### config.mk
export PLATFORM = sky130hd
export DESIGN_NAME = gain_loop
export DESIGN_NICKNAME = d
export VERILOG_FILES = /design/src/rtl/gain_loop.sv
export SDC_FILE = /design/constraint.sdc
export NUM_CORES = 1
export LEC_CHECK = 0
export BUFFER_PORTS_ARGS = -buffer_cell sky130_fd_sc_hd__buf_2
export CORE_UTILIZATION = 35
export CTS_BUF_LIST = sky130_fd_sc_hd__clkbuf_8
export CTS_CLUSTER_SIZE = 20
export DETAILED_ROUTE_END_ITERATION = 8
export SYNTH_ARGS = -nofsm -noshare
export SYNTH_HDL_FRONTEND = slang
export SYNTH_SLANG_ARGS = --single-unit
export TNS_END_PERCENT = 10
### constraint.sdc
create_clock -name clk -period 19.1 [get_ports clk]
set_clock_uncertainty 0.15 [all_clocks]
set_input_delay 3.82 -clock clk [delete_from_list [all_inputs] [get_ports clk]]
set_output_delay 3.82 -clock clk [all_outputs]
set_load 0.02 [all_outputs]
### src/rtl/gain_loop.sv
module gain_loop #(
  parameter int IQ_W   = 16,
  parameter int MAG_W  = 12,
  parameter int FRAC_W = 12,
  parameter int LG_M_W = 4,
  parameter int LG_S_W = 3
) (
  input  logic                    clk,
  input  logic                    rst,
  input  logic                    in_valid,
  input  logic signed [IQ_W-1:0]  in_i,
  input  logic signed [IQ_W-1:0]  in_q,
  input  logic [MAG_W-1:0]        in_mag,
  input  logic                    cfg_we,
  input  logic [1:0]              cfg_addr,
  input  logic [15:0]             cfg_wdata,
  output logic [15:0]             cfg_rdata,
  output logic                    out_valid,
  output logic signed [IQ_W-1:0]  out_i,
  output logic signed [IQ_W-1:0]  out_q,
  output logic [7:0]              gain_word
);
  localparam int WORD_W = 8;
  localparam int ACC_W  = WORD_W + FRAC_W;
  localparam int ERR_W  = MAG_W + 1;
  localparam int LGF_W  = LG_M_W + 2;
  localparam int PRD_W  = ERR_W + LGF_W;
  localparam int SUM_W  = ACC_W + 2;
  localparam int MUL_W  = IQ_W + 8;
  localparam int SHL_W  = MUL_W + 3;
  localparam int PAD2_W = 16 - 1 - LG_S_W - LG_M_W;
  localparam logic [WORD_W-1:0] FLOOR_RST = 8'h00;
  localparam logic [WORD_W-1:0] CEIL_RST  = 8'hFF;
  localparam logic signed [SHL_W-1:0] SAT_HI =
    $signed({{(SHL_W-IQ_W+1){1'b0}}, {(IQ_W-1){1'b1}}});
  localparam logic signed [SHL_W-1:0] SAT_LO =
    $signed({{(SHL_W-IQ_W+1){1'b1}}, {(IQ_W-1){1'b0}}});

  logic [MAG_W-1:0]   thr_q;
  logic [WORD_W-1:0]  lim_lo, lim_hi;
  logic [LG_M_W-1:0]  lg_man;
  logic [LG_S_W-1:0]  lg_shf;
  logic               loop_en;
  logic [ACC_W-1:0]   acc;

  logic signed [ERR_W-1:0] err;
  logic signed [LGF_W-1:0] lg_fac;
  logic signed [PRD_W-1:0] prod, step;
  logic signed [SUM_W-1:0] sum, hi_b, lo_b, capped, acc_nxt;

  assign err    = $signed({1'b0, thr_q}) - $signed({1'b0, in_mag});
  assign lg_fac = $signed({2'b01, lg_man});
  assign prod   = err * lg_fac;
  assign step   = prod >>> (LG_M_W + lg_shf);
  assign sum    = $signed({2'b00, acc}) + SUM_W'(step);
  assign hi_b   = $signed({2'b00, lim_hi, {FRAC_W{1'b0}}});
  assign lo_b   = $signed({2'b00, lim_lo, {FRAC_W{1'b0}}});
  assign capped  = (sum > hi_b) ? hi_b : sum;
  assign acc_nxt = (capped < lo_b) ? lo_b : capped;

  assign gain_word = acc[ACC_W-1 -: WORD_W];

  function automatic logic signed [IQ_W-1:0] apply_gain(
    input logic signed [IQ_W-1:0] x,
    input logic [WORD_W-1:0]      g
  );
    logic signed [MUL_W-1:0] p;
    logic signed [SHL_W-1:0] s;
    logic signed [SHL_W-1:0] r;
    p = x * $signed({2'b01, g[5:0]});
    s = SHL_W'(p) <<< g[7:6];
    r = s >>> 6;
    if (r > SAT_HI)      r = SAT_HI;
    else if (r < SAT_LO) r = SAT_LO;
    return r[IQ_W-1:0];
  endfunction

  always_ff @(posedge clk) begin
    if (rst) begin
      thr_q   <= '0;
      lim_lo  <= FLOOR_RST;
      lim_hi  <= CEIL_RST;
      lg_man  <= '0;
      lg_shf  <= '0;
      loop_en <= 1'b0;
    end else if (cfg_we) begin
      case (cfg_addr)
        2'd0: thr_q <= cfg_wdata[MAG_W-1:0];
        2'd1: begin
          lim_lo <= cfg_wdata[7:0];
          lim_hi <= cfg_wdata[15:8];
        end
        2'd2: begin
          lg_man  <= cfg_wdata[LG_M_W-1:0];
          lg_shf  <= cfg_wdata[LG_M_W +: LG_S_W];
          loop_en <= cfg_wdata[LG_M_W+LG_S_W];
        end
        default: ;
      endcase
    end
  end

  always_ff @(posedge clk) begin
    if (rst)                       acc <= {FLOOR_RST, {FRAC_W{1'b0}}};
    else if (in_valid && loop_en)  acc <= acc_nxt[ACC_W-1:0];
  end

  always_ff @(posedge clk) begin
    if (rst) begin
      out_valid <= 1'b0;
      out_i     <= '0;
      out_q     <= '0;
    end else begin
      out_valid <= in_valid;
      if (in_valid) begin
        out_i <= apply_gain(in_i, gain_word);
        out_q <= apply_gain(in_q, gain_word);
      end
    end
  end

  always_comb begin
    case (cfg_addr)
      2'd0:    cfg_rdata = {{(16-MAG_W){1'b0}}, thr_q};
      2'd1:    cfg_rdata = {lim_hi, lim_lo};
      2'd2:    cfg_rdata = {{PAD2_W{1'b0}}, loop_en, lg_shf, lg_man};
      default: cfg_rdata = {8'h00, gain_word};
    endcase
  end
endmodule


==> summary.txt <==
Power
  • Power density over the cells: 51.5 mW/mm2
  • Static leakage: 9.13 nW
  • VDD IR-drop max: 0.0284 mV
  • Final Power: 0.950 mW

Critical path
  • Critical Path AT: 17.68 ns
  • CP Max Fanout: 23
  • Worst path max stage delay: 0.55 ns
  • CP Class: in2reg
  • Startpoint types: primary input
  • Reg2Reg Setup Slack: 4.65 ns
  • R2R depth: 51
  • Crit. End Element: flip-flop
  • CP max stage cell: mux4_2
  • R2R Path Start: thr_q[0]
  • R2R Path End: acc[18]
  • CP required: 19.24 ns

Global routing
  • M1 GR Usage: 24.6%
  • Remaining Overflow, GRT: 0
  • First-pass GRT wire length: 75500 um
  • Largest net degree at the start of global routing: 69
  • Initial antenna violation count: 2
  • Vias in the first global route: 14700
  • Met2 usage: 33.7%
  • All-layer global routing usage: 18.9%
  • GR Util met3: 2.45%
  • GRT Max-Usage Layer: met2

Job
  • Max Cap Viol: 0

Synthesis
  • Post-synth EDFFs: 0
  • Unique masters post-synth: 83
  • Avg Cell Area, Syn: 8.37 um2
  • Post-synth net total: 2495
  • Yosys reg bits: 89
  • Sequential area share after synthesis: 10.4%
  • Ys async rst share: 0%
  • Yosys warning total: 0
  • Cell count after synthesis: 2045
  • Main flop type after synthesis: dfxtp_1
  • Mapped Area: 0.0171 mm2

Die
  • Die width: 223 um
  • Die footprint: 0.0498 mm2
  • Initial Util: 35.7%
  • Cell Rows: 80
  • Io pins: 123
  • DIE HEIGHT: 223 um
  • Placeable Area: 0.0479 mm2

CTS
  • Clk Tree Root Cell: clkbuf_8
  • Post-CTS Resized: 0
  • Worst skew pair latency: 0.41 ns
  • Clock transition at path regs: 0.11 ns
  • Clock Path Buffers: 2
  • CTS buffer count: 9
  • Cts hold-fix bufs: 0
  • CTS tree: done
  • H-tree Lvls: 3
  • CTS sink count: 89
  • Post-CTS Setup Bufs: 0

Worst hold path
  • Worst Hold Class: reg2reg
  • Hold path cells: 2
  • Worst Hold End: lim_lo[6]
  • Worst Hold Launch: lim_lo[6]

Route
  • Routed Antenna Nets: 0
  • Vias: 14100
  • Routed WL: 45400 um
  • Starting DRT DRC Count: 663
  • Pre-antenna DRT Iters: 5
  • Routed length per instance: 16.7 um
  • DRC: 0
  • Vias/cell: 5.17

Status
  • Outcome: complete, no violations

Placed design
  • Placer congestion estimate: 0.888
  • IO buf count: 122
  • Dpl hpwl: 36800 um
  • Worst slack at placement: 1.23 ns

Timing
  • Post-route clock period utilization: 91.8%
  • Highest Clock Rate: 0.0570 GHz
  • Fin. Hold Viols: 0
  • Total negative slack: 0 ns
  • Worst slew pin tran: 1.01 ns
  • Setup ws final: 1.56 ns
  • Final Setup Violations: 0
  • Worst slew margin: 32.2%
  • Min Hold Slack: 0.328 ns
  • Final slew viol count: 0
  • Final worst path period need: 17.54 ns
  • Unrepaired setup endpoints after global routing: false

Layout
  • Area grow syn2layout: 7.72%
  • Fraction of layout cells with a size suffix above 1: 9.77%
  • Most frequent cells in the layout: inv_1, fa_1, nand2_1
  • Fill cells: 4886
  • Most common cell after layout, fill and taps aside: inv_1
  • Final net count: 2553
  • Antenna cells: 0
[report_power, final]
part / leakage (nW) / switching (mW) / internal [mW]
registers: 0.730 / 0.0178 / 0.203
logic: 8.30 / 0.356 / 0.232
clock network: 0.0985 / 0.0760 / 0.0642
[state kept, by name, summed over array words and instances, names as in the netlist]
name,flops
out_valid,1
lg_man,4
out_i,16
lg_shf,3
lim_lo,8
lim_hi,8
out_q,16
acc,20
loop_en,1
thr_q,12
[Yosys cell counts, types with 30 or more instances]
cell type | number | area [um2]
and2_1 | 175 | 1090
fa_1 | 214 | 4280
a21oi_1 | 95 | 475
o21ai_0 | 87 | 435
nand2_1 | 179 | 672
mux2i_1 | 51 | 510
a21o_1 | 35 | 263
dfxtp_1 | 89 | 1780
ha_1 | 170 | 2130
xnor2_1 | 56 | 490
clkbuf_1 | 69 | 259
inv_1 | 352 | 1320
a221o_1 | 30 | 300
nor2_1 | 117 | 439
[logic make-up (layout without fill, tap and decap cells)]
group	after synthesis	after routing	synth area share, %
adders and majority gates	384	384	37.4
DFF	89	89	10.4
xor gates and xnor gates	79	79	4.09
muxes	80	80	5.68
buffers and inverters	442	505	9.92
and+or+nand+nor	600	600	17.8
AOI/OAI and AO/OA	371	371	14.7
[layout make-up]
class                           instances  area [um2]  share of cell area (%)
Tap cell                              615         769                    4.17
Sequential cell                        89        1780                    9.67
Timing Repair Buffer                  135         708                    3.84
Clock inverter                          6        67.6                   0.366
Clock buffer                           10         138                   0.746
Inverter                              354        1330                    7.20
Multi-Input combinational cell       1514       13600                    74.0
[through the flow]
stage	cell area, um2	utilization, %	cells
after floorplan	17100	-	2045
after CTS	18400	38.5	2723
after global routing	18400	38.5	2723
final	18400	38.5	2723
after detailed placement	18200	38.0	2707
after global placement	18200	38.0	2707
[worst max path at each step]
stage | start | end | slack, ns | cells after the start
floorplan | in_mag[1] | acc[18] | 3.33 | 56
global placement | in_mag[1] | acc[18] | 1.63 | 53
detailed placement | in_mag[0] | acc[18] | 1.23 | 51
CTS | in_mag[0] | acc[18] | 1.60 | 51
global route | in_mag[0] | acc[18] | 0.40 | 51
finish | in_mag[0] | acc[18] | 1.56 | 51
[layer usage]
metal  share of wire, %  vias up
li1                   -     6816
met1                 47     6999
met2                 49      227
met3                3.6       29
met4               0.92        2
met5              0.022        -
[worst max-delay path, delay by kind of cell]
family | cells | cell delay [ns]
AO/OA/AOI/OAI | 21 | 4.44
AND/OR/NAND/NOR | 13 | 4.17
adder cells (fa/ha/maj) | 9 | 3.48
multiplexers | 3 | 1.15
XOR/XNOR | 2 | 0.43
buffers and inverters | 3 | 0.20
Power figures use the tool's default switching activity.
